$ cat config.mk
export PLATFORM = sky130hd
export DESIGN_NAME = maint_splitter
export DESIGN_NICKNAME = d
export VERILOG_FILES = /design/src/rtl/maint_splitter_pkg.sv /design/src/rtl/maint_split_align.sv /design/src/rtl/maint_split_chunk.sv /design/src/rtl/maint_splitter.sv
export SDC_FILE = /design/constraint.sdc
export NUM_CORES = 1
export LEC_CHECK = 0
export ABC_AREA = 1
export BUFFER_PORTS_ARGS = -buffer_cell sky130_fd_sc_hd__buf_2
export CORE_ASPECT_RATIO = 0.5
export CORE_MARGIN = 2
export CORE_UTILIZATION = 35
export DETAILED_ROUTE_END_ITERATION = 7
export SYNTH_ARGS = -nofsm -noshare
export SYNTH_HDL_FRONTEND = slang
export SYNTH_SLANG_ARGS = --single-unit
$ cat constraint.sdc
create_clock -name clk_i -period 7 [get_ports clk_i]
set_clock_uncertainty 0.15 [all_clocks]
set_input_delay 0.7 -clock clk_i [delete_from_list [all_inputs] [get_ports clk_i]]
set_output_delay 0.7 -clock clk_i [all_outputs]
set_load 0.01 [all_outputs]
$ cat src/rtl/maint_splitter_pkg.sv
package maint_splitter_pkg;
  typedef enum logic [1:0] {
    KIND_INV   = 2'd0,
    KIND_CLEAN = 2'd1,
    KIND_FLUSH = 2'd2
  } req_kind_e;

  typedef enum logic [1:0] {
    OP_LINE_CI   = 2'd0,
    OP_CLEAN_RNG = 2'd1,
    OP_INV_RNG   = 2'd2
  } cmd_op_e;

  typedef enum logic [2:0] {
    ST_IDLE,
    ST_EDGE_LO,
    ST_EDGE_HI,
    ST_CLEAN,
    ST_INV,
    ST_DONE
  } split_state_e;
endpackage

$ cat src/rtl/maint_split_align.sv
module maint_split_align #(
  parameter int ADDR_W     = 32,
  parameter int LINE_BYTES = 32
) (
  input  logic [1:0]        kind_i,
  input  logic [ADDR_W-1:0] start_i,
  input  logic [ADDR_W-1:0] end_i,
  output logic              need_lo_o,
  output logic              need_hi_o,
  output logic [ADDR_W-1:0] lo_line_o,
  output logic [ADDR_W-1:0] hi_line_o,
  output logic [ADDR_W:0]   start_al_o,
  output logic [ADDR_W:0]   end_al_o
);
  import maint_splitter_pkg::*;

  localparam logic [ADDR_W:0] LMASK = (ADDR_W+1)'(LINE_BYTES - 1);

  logic [ADDR_W:0] s_w, e_w, s_up, s_dn, e_up, e_dn;
  logic            s_part, e_part;

  always_comb begin
    s_w    = {1'b0, start_i};
    e_w    = {1'b0, end_i};
    s_part = |(s_w & LMASK);
    e_part = |(e_w & LMASK);
    s_dn   = s_w & ~LMASK;
    e_dn   = e_w & ~LMASK;
    s_up   = s_part ? (s_w | LMASK) + 1'b1 : s_w;
    e_up   = (e_w + LMASK) & ~LMASK;
    lo_line_o = start_i & ~LMASK[ADDR_W-1:0];
    hi_line_o = end_i & ~LMASK[ADDR_W-1:0];
    if (kind_i == KIND_INV) begin
      need_lo_o  = s_part;
      need_hi_o  = (s_up < e_w) && e_part;
      start_al_o = s_up;
      end_al_o   = need_hi_o ? e_dn : e_w;
    end else begin
      need_lo_o  = 1'b0;
      need_hi_o  = 1'b0;
      start_al_o = s_dn;
      end_al_o   = e_up;
    end
  end
endmodule

$ cat src/rtl/maint_split_chunk.sv
module maint_split_chunk #(
  parameter int ADDR_W     = 32,
  parameter int LINE_BYTES = 32,
  parameter int MAX_BYTES  = 1024,
  parameter int PAGE_BYTES = 4096
) (
  input  logic [ADDR_W:0]   cur_i,
  input  logic [ADDR_W:0]   fin_i,
  output logic [ADDR_W:0]   chunk_end_o,
  output logic [ADDR_W-1:0] incl_hi_o
);
  localparam logic [ADDR_W:0] PMASK = (ADDR_W+1)'(PAGE_BYTES - 1);
  localparam logic [ADDR_W:0] MAXW  = (ADDR_W+1)'(MAX_BYTES);
  localparam logic [ADDR_W:0] LINEW = (ADDR_W+1)'(LINE_BYTES);

  logic [ADDR_W:0] by_len, by_page, m1, incl_w;

  always_comb begin
    by_len      = cur_i + MAXW;
    by_page     = (cur_i | PMASK) + 1'b1;
    m1          = (fin_i < by_len) ? fin_i : by_len;
    chunk_end_o = (m1 < by_page) ? m1 : by_page;
    incl_w      = chunk_end_o - LINEW;
    incl_hi_o   = incl_w[ADDR_W-1:0];
  end
endmodule

$ cat src/rtl/maint_splitter.sv
module maint_splitter #(
  parameter int ADDR_W     = 32,
  parameter int LINE_BYTES = 32,
  parameter int MAX_BYTES  = 1024,
  parameter int PAGE_BYTES = 4096
) (
  input  logic              clk_i,
  input  logic              rst_ni,
  input  logic              req_valid_i,
  output logic              req_ready_o,
  input  logic [1:0]        req_kind_i,
  input  logic [ADDR_W-1:0] req_start_i,
  input  logic [ADDR_W-1:0] req_end_i,
  input  logic              wt_i,
  output logic              cmd_valid_o,
  input  logic              cmd_ready_i,
  output logic [1:0]        cmd_op_o,
  output logic [ADDR_W-1:0] cmd_lo_o,
  output logic [ADDR_W-1:0] cmd_hi_o,
  output logic              done_o
);
  import maint_splitter_pkg::*;

  split_state_e    state_q;
  logic [1:0]      kind_q;
  logic            wt_q, need_hi_q;
  logic [ADDR_W-1:0] lo_line_q, hi_line_q;
  logic [ADDR_W:0] cur_q, fin_q;

  logic              a_need_lo, a_need_hi;
  logic [ADDR_W-1:0] a_lo_line, a_hi_line;
  logic [ADDR_W:0]   a_start, a_end;
  logic [ADDR_W:0]   chunk_end;
  logic [ADDR_W-1:0] chunk_hi;
  logic              fire, accept;

  maint_split_align #(.ADDR_W(ADDR_W), .LINE_BYTES(LINE_BYTES)) u_align (
    .kind_i     (req_kind_i),
    .start_i    (req_start_i),
    .end_i      (req_end_i),
    .need_lo_o  (a_need_lo),
    .need_hi_o  (a_need_hi),
    .lo_line_o  (a_lo_line),
    .hi_line_o  (a_hi_line),
    .start_al_o (a_start),
    .end_al_o   (a_end)
  );

  maint_split_chunk #(
    .ADDR_W(ADDR_W), .LINE_BYTES(LINE_BYTES),
    .MAX_BYTES(MAX_BYTES), .PAGE_BYTES(PAGE_BYTES)
  ) u_chunk (
    .cur_i       (cur_q),
    .fin_i       (fin_q),
    .chunk_end_o (chunk_end),
    .incl_hi_o   (chunk_hi)
  );

  // first state of the chunk phase, or done if nothing is left
  function automatic split_state_e chunk_phase(logic [1:0] k, logic wt,
                                               logic [ADDR_W:0] c, logic [ADDR_W:0] f);
    if (c >= f)              return ST_DONE;
    else if (k == KIND_INV)  return ST_INV;
    else if (wt)             return (k == KIND_CLEAN) ? ST_DONE : ST_INV;
    else                     return ST_CLEAN;
  endfunction

  assign req_ready_o = (state_q == ST_IDLE);
  assign accept      = req_valid_i && req_ready_o;
  assign cmd_valid_o = (state_q == ST_EDGE_LO) || (state_q == ST_EDGE_HI) ||
                       (state_q == ST_CLEAN)   || (state_q == ST_INV);
  assign fire        = cmd_valid_o && cmd_ready_i;
  assign done_o      = (state_q == ST_DONE);

  always_comb begin
    unique case (state_q)
      ST_EDGE_LO: begin cmd_op_o = OP_LINE_CI;   cmd_lo_o = lo_line_q;           cmd_hi_o = lo_line_q; end
      ST_EDGE_HI: begin cmd_op_o = OP_LINE_CI;   cmd_lo_o = hi_line_q;           cmd_hi_o = hi_line_q; end
      ST_CLEAN:   begin cmd_op_o = OP_CLEAN_RNG; cmd_lo_o = cur_q[ADDR_W-1:0];   cmd_hi_o = chunk_hi;  end
      ST_INV:     begin cmd_op_o = OP_INV_RNG;   cmd_lo_o = cur_q[ADDR_W-1:0];   cmd_hi_o = chunk_hi;  end
      default:    begin cmd_op_o = OP_LINE_CI;   cmd_lo_o = '0;                  cmd_hi_o = '0;        end
    endcase
  end

  always_ff @(posedge clk_i or negedge rst_ni) begin
    if (!rst_ni) begin
      state_q   <= ST_IDLE;
      kind_q    <= '0;
      wt_q      <= 1'b0;
      need_hi_q <= 1'b0;
      lo_line_q <= '0;
      hi_line_q <= '0;
      cur_q     <= '0;
      fin_q     <= '0;
    end else begin
      unique case (state_q)
        ST_IDLE: if (accept) begin
          kind_q    <= req_kind_i;
          wt_q      <= wt_i;
          need_hi_q <= a_need_hi;
          lo_line_q <= a_lo_line;
          hi_line_q <= a_hi_line;
          cur_q     <= a_start;
          fin_q     <= a_end;
          if (a_need_lo)      state_q <= ST_EDGE_LO;
          else if (a_need_hi) state_q <= ST_EDGE_HI;
          else                state_q <= chunk_phase(req_kind_i, wt_i, a_start, a_end);
        end
        ST_EDGE_LO: if (fire)
          state_q <= need_hi_q ? ST_EDGE_HI : chunk_phase(kind_q, wt_q, cur_q, fin_q);
        ST_EDGE_HI: if (fire)
          state_q <= chunk_phase(kind_q, wt_q, cur_q, fin_q);
        ST_CLEAN: if (fire) begin
          if (kind_q == KIND_FLUSH) state_q <= ST_INV;
          else begin
            cur_q   <= chunk_end;
            state_q <= chunk_phase(kind_q, wt_q, chunk_end, fin_q);
          end
        end
        ST_INV: if (fire) begin
          cur_q   <= chunk_end;
          state_q <= chunk_phase(kind_q, wt_q, chunk_end, fin_q);
        end
        ST_DONE: state_q <= ST_IDLE;
        default: state_q <= ST_IDLE;
      endcase
    end
  end
endmodule

==> reports/qor.yml, run 1 <==
worst_setup_path:
  worst-path-buf-inv: 10
  crit_required_ns: 6.15
  cp_max_fo: 6
  ff2ff_setup_slack_ns: 0.19
  reg2reg_depth: 47
  timing.rr.start: "cur_q[13]"
  critical_path.top_delay_family: "simple AND/OR/NAND/NOR gates"
  cp_slowest_cell: "dfrtp_1"
  timing.critical_path.from: "cur_q[13]"
  crit_cells: 40
  startpoint_type: "register"
  cp-end-kind: "output port"
  slowest_delay_ns: 0.42
  cp.arrival_ns: 6.08
  reg2reg_to: "state_q[1]"
  cp_common_cell: "nand2_1"
  endpoint: "cmd_hi_o[21]"
  crit_type: "reg2out"
sta:
  holdWs_ns: 0.0386
  fmax_mhz: 144
  worst_pin_slew_ns: 1.13
  post-route-period-util: 0.990
  max_slew_margin: 0.244
  grt_setup_unrepaired: "yes"
  setup_ws_ns: 0.0689
  report.final.slew_viol_count: 0
  finalSetupViolCount: 0
  hold_viol: 0
  min_period_ns: 6.93
routing:
  vias_per_cell: 5.42
  num_vias: 16000
  wl_mm: 61.2
  drt-wirelength-per-cell_um: 20.8
  drc: 0
  dr.pass1.iters: 5
  ant_nets: 0
  drt_iter0_markers: 1888
clock_tree:
  root_buffer: "clkbuf_16"
  cts_max_level: 4
  cts_max_path_buffers: 2
  cts_tree: "yes"
  hold_buffers: 0
  clock_sinks: 127
  clk_latency_ns: 0.44
  numCtsBuffers: 17
  cts.reportedPaths.clkPinSlew_ns: 0.07
hold_path:
  min_path_type: "in2async"
synthesis:
  synth_cell_types: 50
  synthArstFlopShare: 1.00
  synth-seq-cells: 127
  netlist_area_mm2: 0.0142
  synth_edf_count: 0
  avgSynthCellArea_um2: 6.67
  synthCells: 2130
  ys_seq_area_frac: 0.224
  ys.warnings.count: 0
  ys.flop_type: "dfrtp_1"
floorplan:
  die-area_mm2: 0.0423
  die_h_um: 146
  ioPinCount: 140
  rows: 52
  start_util: 0.353
  coreArea_mm2: 0.0402
  die_w_um: 289
layout:
  post_route_cells_drive_above_1_share: 0.224
  nNetsFinal: 2649
  fillers: 4122
  register_area_mm2: 0.00318
  area_growth_pct: 28.5
  multi_input_area_mm2: 0.0105
global_routing:
  grt_pass1_vias: 14400
  grt_pass1_wl_mm: 87.3
  antenna_found_initial: 2
  track_usage: 0.277
  grt-ovfl-total: 0
  grt_max_degree: 81
place:
  gp_congestion: 1.00
  hpwl_mm: 48.6
  place_ws_ns: -0.00974
  io_buffers: 139
outcome:
  status: "completed"
flow_run:
  maxCapViolCount: 0
registers in the layout, indices dropped and copies added, names as in the netlist:
name and count:
need_hi_q 1, lo_line_q 27, wt_q 1, kind_q 2
cur_q 33, state_q 3, hi_line_q 27, fin_q 33
kinds of logic (layout without fill, tap and decap cells):
group,count (synthesis),count (layout),share of synthesized area
simple gates,952,953,0.300
compound gates,428,428,0.169
buf+inv,363,631,0.0988
fa+ha+maj,185,185,0.163
flops,127,127,0.224
xor+xnor,73,73,0.0450
other cells,2,11,0.000528
synthesized netlist by cell type (all sizes together), types with 23 or more instances:
library cell	instances	area share
clkbuf	47	0.012
ha	185	0.16
xor2	70	0.043
nand2	494	0.13
nand4	72	0.032
dfrtp	127	0.22
nor2	180	0.054
inv	294	0.078
o22ai	23	0.010
nor3	42	0.015
o21ai	239	0.084
nand3	122	0.047
a21oi	91	0.033
layout by cell type (no fill, tap or decap), types with 6 or more instances in the layout:
cell type    n
nor4_1      17
ha_1       172
nor3_1      34
or2_2        6
buf_4      134
o21ai_0    217
o21ai_1     17
nand3_2     23
buf_6       18
nand3_1     90
nand3_4     10
nand2_4     11
a211oi_1     6
nand2_2     35
o211ai_1    13
inv_1      282
dfrtp_1    123
clkbuf_16   20
a21o_1       8
a22o_1      19
nand2_1    448
conb_1       9
nor2_4      26
a21oi_1     78
o22ai_1     23
xor2_1      64
nor2_1     136
ha_4        11
nand4_1     72
nor3_2       8
buf_2      137
a21oi_2     11
inv_2       12
nor2_2      18
xor2_2       6
area by class of cell:
class,instances,area share
multi-input cells,1648,0.576
flip-flops and latches,127,0.174
repair buffers,300,0.116
inverters,298,0.0616
well taps,540,0.0370
clock buffers,17,0.0233
clock inverters,15,0.0110
repair inverters,1,0.000274
diodes,2,0.000274
metal layers:
layer | track usage | vias up | part of all wire
li1 | - | 7693 | -
met4 | 0.0603 | 0 | 0.021
met3 | 0.0548 | 80 | 0.097
met2 | 0.381 | 701 | 0.40
met1 | 0.434 | 7513 | 0.48
met5 | 0 | - | 0
how the worst min path moves through the flow:
stage                   endpoint  slack, ns  cells past startpoint
floorplan               cur_q[0]       0.25                      0
global placement    hi_line_q[7]       0.32                      2
detailed placement  lo_line_q[8]       0.32                      2
CTS                 lo_line_q[5]       0.05                      1
global route        lo_line_q[5]       0.07                      1
finish              lo_line_q[5]       0.04                      1
repair_timing:
action / 4_1_cts / 5_1_grt
pin swaps: 5 / 71
endpoints found under the setup margin: 25 / 28
gates cloned: 0 / 8
resized for setup: 26 / 201
buffers inserted: 0 / 30
stage by stage:
| stage | util | area [um2] | instances | setup TNS, ns |
|---|---|---|---|---|
| 2_1_floorplan | - | 14200 | 2137 | 0 |
| 4_1_cts | 0.425 | 17100 | 2909 | 0 |
| 3_3_place_gp | 0.407 | 16300 | 2877 | -0.0167 |
| 6_report | 0.454 | 18300 | 2948 | 0 |
| 5_1_grt | 0.454 | 18300 | 2947 | -3.47 |
| 3_5_place_dp | 0.407 | 16300 | 2877 | -0.00974 |
Power of run 1 is left out: the tool's default activity adds up to more than one toggle a clock period on the data nets, which glitch-free logic cannot reach.
==> run 2: changes to the inputs <==
--- a/config.mk
+++ b/config.mk
@@ -5,7 +5,6 @@
 export SDC_FILE = /design/constraint.sdc
 export NUM_CORES = 1
 export LEC_CHECK = 0
-export ABC_AREA = 1
 export BUFFER_PORTS_ARGS = -buffer_cell sky130_fd_sc_hd__buf_2
 export CORE_ASPECT_RATIO = 0.5
 export CORE_MARGIN = 2
==> run 2 against run 1 <==
Compared with the run above:
- maximum frequency fell by 12%
- final area rose by 6.2%
- sequential share of layout area fell by 1.0 points
- core utilization rose by 0.80 points
- first-iteration DRC count fell by 5.7%
- the flow now finishes with violations (setup timing)
- non-clock buffer count rose by 144
- clock-buffer cell count did not move
- area after synthesis rose by 4.7%
- synthesized cell count fell by 8.3%
==> reports/qor.yml, run 2 <==
layout:
  nNetsFinal: 2562  # -3.3%
  layout_commonest_cell: "nand2_1"
  register_area_mm2: 0.00318  # about the same
  multi_input_area_mm2: 0.0113  # +7.8%
  post_route_cells_drive_above_1_share: 0.278  # +0.0541
  final_cell_mix: "nand2_1 (309), buf_4 (287), ha_1 (183)"
  fillers: 4175  # +1.3%
  fin_util: 0.462  # +0.00802
  area_growth_pct: 30.4
  largestRegisters: "cur_q x33, fin_q x33"
worst_setup_path:
  cp_slowest_cell: "or4_4"
  cp-end-kind: "output port"
  crit_type: "reg2out"
  cp_common_cell: "buf_12"
  slowest_delay_ns: 0.51  # +0.09 ns
  cp_max_fo: 10  # +4
  worst-path-buf-inv: 9  # -1
  crit_required_ns: 6.15  # about the same
  critical_path.top_delay_family: "simple AND/OR/NAND/NOR gates"
  startpoint_type: "register"
  cp.arrival_ns: 7.01  # +0.93 ns
clock_tree:
  cts.reportedPaths.clkPinSlew_ns: 0.07  # about the same
  cts_max_level: 4  # unchanged
  clk_latency_ns: 0.44  # about the same
  clock_sinks: 127  # unchanged
  root_buffer: "clkbuf_16"
  cts_tree: "yes"
  cts_max_path_buffers: 2  # unchanged
  numCtsBuffers: 17  # unchanged
sta:
  setup_ws_ns: -0.859  # -0.928 ns
  finalSetupViolCount: 29  # +29
  max_slew_margin: 0.412  # +0.168
  post-route-period-util: 1.12  # +0.133
  hold_viol: 0  # unchanged
  report.final.slew_viol_count: 0  # unchanged
  fmax_mhz: 127  # -12%
  min_period_ns: 7.86  # +0.928 ns
  holdWs_ns: 0.102  # +0.0638 ns
  worst_pin_slew_ns: 0.881  # -0.252 ns
  grt_setup_unrepaired: "yes"
global_routing:
  antenna_found_initial: 3  # +1
  grt_max_degree: 87  # +7.4%
  grt_pass1_wl_mm: 96.5  # +11%
  grt-ovfl-total: 0  # unchanged
  track_usage: 0.295  # +0.0181
  grt_pass1_vias: 15200  # +5.9%
synthesis:
  synth_edf_count: 0  # unchanged
  ys.warnings.count: 0  # unchanged
  synth_cell_types: 94  # +88%
  synthXorXnorAreaFrac: 0.0807  # +0.0357
  synthCells: 1953  # -8.3%
  synth_top_family_by_area: "simple AND/OR/NAND/NOR gates"
  synth_most_common_cell: "nand2_1"
  ys_seq_area_frac: 0.214  # -0.0100
  synth_common_cells: "nand2_1 (317), ha_1 (185), o21ai_0 (160)"
  synth_top_area_frac: 0.214  # -0.0100
  ys.flop_type: "dfrtp_1"
  avgSynthCellArea_um2: 7.62  # +14%
  synth_adder_area_share: 0.156  # -0.00731
  synth_compound_area_frac: 0.222  # +0.0532
  synthTopCellsByArea: "dfrtp_1 (21%), ha_1 (16%), nand2_1 (8.0%)"
  yosysTopAreaCell: "dfrtp_1"
  synth-seq-cells: 127  # unchanged
  synth-simple-area-share: 0.228  # -0.0721
  synthMuxAreaShare: 0.0295  # +0.0295
  synthArstFlopShare: 1.00  # unchanged
  netlist_area_mm2: 0.0149  # +4.7%
outcome:
  status: "finished with violations"
  violations: "setup timing"
floorplan:
  start_util: 0.354  # +0.00103
  ioPinCount: 140  # unchanged
  die_w_um: 296  # +2.3%
  die-area_mm2: 0.0443  # +4.6%
  coreArea_mm2: 0.0420  # +4.4%
  die_h_um: 150  # +2.3%
  rows: 53  # +1.9%
routing:
  dr.pass1.iters: 6  # +1
  vias_per_cell: 5.60  # +3.2%
  num_vias: 16200  # +1.4%
  ant_nets: 0  # unchanged
  drt_iter0_markers: 1781  # -5.7%
  wl_mm: 65.4  # +7.0%
  drt-wirelength-per-cell_um: 22.6  # +8.8%
  drc: 0  # unchanged
flow_run:
  maxCapViolCount: 0  # unchanged
hold_path:
  min_path_type: "in2async"
place:
  gp_congestion: 1.04  # +3.0%
  hpwl_mm: 53.3  # +9.7%
  place_ws_ns: -0.818  # -0.808 ns
  io_buffers: 139  # unchanged
## run 2: worst register-to-register path: cells and delay by family (launching register included)
family	cells	cell delay [ns]
xor gates and xnor gates	1	0.20
DFF	1	0.37
buffers and inverters	6	0.81
adders and majority gates	4	1.11
and+or+nand+nor	9	1.74
AOI/OAI and AO/OA	15	3.24
## run 2: worst paths after layout
kind                         startpoint           end  slack [ns]  cells past startpoint
setup / recovery              cur_q[12]  cmd_hi_o[24]       -0.86                     31
hold / removal                   rst_ni      fin_q[3]        0.10                      1
setup reg to reg              cur_q[12]    state_q[1]       -0.66                     35
hold reg to reg            lo_line_q[7]  lo_line_q[7]        0.33                      2
max in group asynchronous        rst_ni     cur_q[18]        5.20                      2
min in group clk_i         lo_line_q[7]  lo_line_q[7]        0.33                      2
## run 2: routing by layer
metal | vias to the layer above | wire length (um) | track usage
met5 | - | 0 | 0
met4 | 0 | 1180 | 0.0642
met3 | 65 | 8520 | 0.115
met2 | 792 | 24700 | 0.386
met1 | 7713 | 31000 | 0.442
li1 | 7645 | - | -
## run 2: area by class of cell
| type | count | share of cell area |
|---|---|---|
| inverters | 109 | 0.0212 |
| multi-input cells | 1607 | 0.584 |
| clock inverters | 15 | 0.00864 |
| diodes | 2 | 0.000258 |
| flip-flops and latches | 127 | 0.164 |
| clock buffers | 17 | 0.0219 |
| well taps | 577 | 0.0372 |
| repair buffers | 444 | 0.162 |
## run 2: cell families after synthesis
logic type               count (synthesis)
AND/OR/NAND/NOR                        720
AO/OA/AOI/OAI                          518
buffers and inverters                  226
adder cells (fa/ha/maj)                185
XOR/XNOR                               134
flip-flops                             127
multiplexers                            41
other                                    2
## run 2: timing repair
item                                    CTS  global route
endpoints found under the setup margin   30            35
hold buffers                              0             0
resized for setup                        76            43
setup buffers                            19             3
pin swaps                                17            20
cloned                                    2             0
## run 2: per-stage QoR
step | TNS (ns) | instance area, um2 | cells
2_1_floorplan | -12.49 | 15100 | 1960
3_3_place_gp | -9.58 | 18100 | 2840
3_5_place_dp | -11.45 | 18100 | 2840
4_1_cts | -13.56 | 19200 | 2893
5_1_grt | -25.55 | 19400 | 2898
6_report | -16.94 | 19400 | 2898
Power of run 2 is left out for the same reason.
==> run 3: changes to the inputs <==
--- a/config.mk
+++ b/config.mk
@@ -10,6 +10,7 @@
 export CORE_MARGIN = 2
 export CORE_UTILIZATION = 35
 export DETAILED_ROUTE_END_ITERATION = 7
+export SETUP_SLACK_MARGIN = 0.4
 export SYNTH_ARGS = -nofsm -noshare
 export SYNTH_HDL_FRONTEND = slang
 export SYNTH_SLANG_ARGS = --single-unit
==> run 3 against run 2 <==
Compared with the run above:
- first-iteration DRC count rose by 4.1%
- sequential share of layout area fell by 0.85 points
- the run still ends with setup timing left
- maximum frequency fell by 0.42%
- worst setup slack got worse by 0.033 ns
- non-clock buffer count rose by 58
- die area did not move
- clock-buffer cell count rose by 1
- global-route usage fell by 0.24 points
- core utilization rose by 2.6 points
- critical path depth fell by 1
==> reports/qor.yml, run 3 (same netlist as run 2, synthesis figures left out) <==
outcome:
  status: "finished with violations"
  violations: "setup timing"
sta:
  holdWs_ns: 0.0591  # -0.0434 ns
  min_period_ns: 7.89  # +0.0329 ns
  fin_setup_tns_ns: -17.62  # -0.676 ns
  grt_setup_unrepaired: "yes"
  fmax_mhz: 127  # -0.42%
  post-route-period-util: 1.13  # +0.00469
  finalSetupViolCount: 30  # +3.4%
  report.final.slew_viol_count: 0  # unchanged
  hold_viol: 0  # unchanged
  max_slew_margin: 0.318  # -0.0943
  setup_ws_ns: -0.892  # -0.0329 ns
  worst_pin_slew_ns: 1.02  # +0.141 ns
floorplan:
  start_util: 0.354  # unchanged
  coreArea_mm2: 0.0420  # unchanged
  die_h_um: 150  # unchanged
  die-area_mm2: 0.0443  # unchanged
  rows: 53  # unchanged
  ioPinCount: 140  # unchanged
  die_w_um: 296  # unchanged
worst_setup_path:
  worst-path-buf-inv: 6  # -3
  slowest_delay_ns: 0.59  # +0.08 ns
  ff2ff_setup_slack_ns: -0.64  # +0.02 ns
  critical_path.top_delay_family: "simple AND/OR/NAND/NOR gates"
  crit_required_ns: 6.15  # about the same
  cp.arrival_ns: 7.04  # +0.03 ns
  cp_slowest_cell: "or4_4"
  startpoint_type: "register"
  cp-end-kind: "output port"
  cp_max_fo: 6  # -4
  crit_type: "reg2out"
place:
  place_ws_ns: -0.840  # -0.0224 ns
  io_buffers: 139  # unchanged
  hpwl_mm: 52.1  # -2.4%
  gp_congestion: 1.02  # -1.7%
  placed_cells: 2833  # -0.25%
global_routing:
  track_usage: 0.293  # -0.00237
  grt_max_degree: 94  # +8.0%
  antenna_found_initial: 1  # -2
  grt_pass1_wl_mm: 96.0  # -0.49%
  grt_pass1_vias: 15300  # +0.25%
  grt-ovfl-total: 0  # unchanged
layout:
  nNetsFinal: 2621  # +2.3%
  fillers: 4029  # -3.5%
  area_growth_pct: 37.7
  largestRegisters: "cur_q x33, fin_q x33"
  post_route_cells_drive_above_1_share: 0.322  # +0.0440
  fin_cells: 2955  # +2.0%
  diodes: 0  # -2
  final_cell_mix: "buf_4 (310), nand2_1 (308), ha_1 (177)"
  layout_commonest_cell: "buf_4"
  multi_input_area_mm2: 0.0119  # +4.8%
  register_area_mm2: 0.00318  # about the same
routing:
  ant_nets: 0  # unchanged
  num_vias: 16700  # +2.7%
  drt-wirelength-per-cell_um: 22.4  # -0.69%
  drc: 0  # unchanged
  dr.pass1.iters: 6  # unchanged
  wl_mm: 66.3  # +1.3%
  vias_per_cell: 5.64  # +0.73%
  drt_iter0_markers: 1854  # +4.1%
clock_tree:
  cts_max_path_buffers: 2  # unchanged
  clk_latency_ns: 0.44  # about the same
  hold_buffers: 0  # unchanged
  root_buffer: "clkbuf_16"
  cts_max_level: 4  # unchanged
  numCtsBuffers: 17  # unchanged
  cts.reportedPaths.clkPinSlew_ns: 0.07  # about the same
  cts_tree: "yes"
  clock_sinks: 127  # unchanged
flow_run:
  maxCapViolCount: 0  # unchanged
hold_path:
  min_path_type: "in2async"
run 3: metal layers:
layer  GRT usage  wire [um]  part of all wire
met3       0.139       9810              0.15
met1       0.417      29500              0.45
met5           0         13           0.00020
met2       0.389      25400              0.38
met4      0.0673       1570             0.024
run 3: final cells by class:
class | instances | share of cell area
flip-flops and latches | 127 | 0.155
inverters | 109 | 0.0203
multi-input cells | 1608 | 0.580
clock inverters | 14 | 0.00702
clock buffers | 18 | 0.0214
repair buffers | 502 | 0.180
well taps | 577 | 0.0352
run 3: metrics by stage:
stage	util	area (um2)
after detailed placement	0.428	18000
after floorplan	-	15200
after global routing	0.488	20500
after CTS	0.466	19600
final	0.488	20500
after global placement	0.428	18000
run 3: what timing repair did:
action                     in CTS  in global routing
hold endpoints to repair        0                  0
gates cloned                    2                  0
buffers inserted               43                 45
pin swaps                      62                 58
resized for setup             135                131
setup endpoints to repair      36                 41
run 3: path summary, 6_finish.rpt:
| path | start | end | cells after the start |
|---|---|---|---|
| max in group asynchronous | rst_ni | cur_q[18] | 2 |
| min in group clk_i | lo_line_q[30] | lo_line_q[30] | 2 |
| worst max register to register | cur_q[18] | state_q[1] | 34 |
| worst max-delay path | cur_q[18] | cmd_hi_o[19] | 30 |
| worst min register to register | lo_line_q[30] | lo_line_q[30] | 2 |
| worst min-delay path | rst_ni | fin_q[3] | 1 |
Power of run 3 is left out for the same reason.
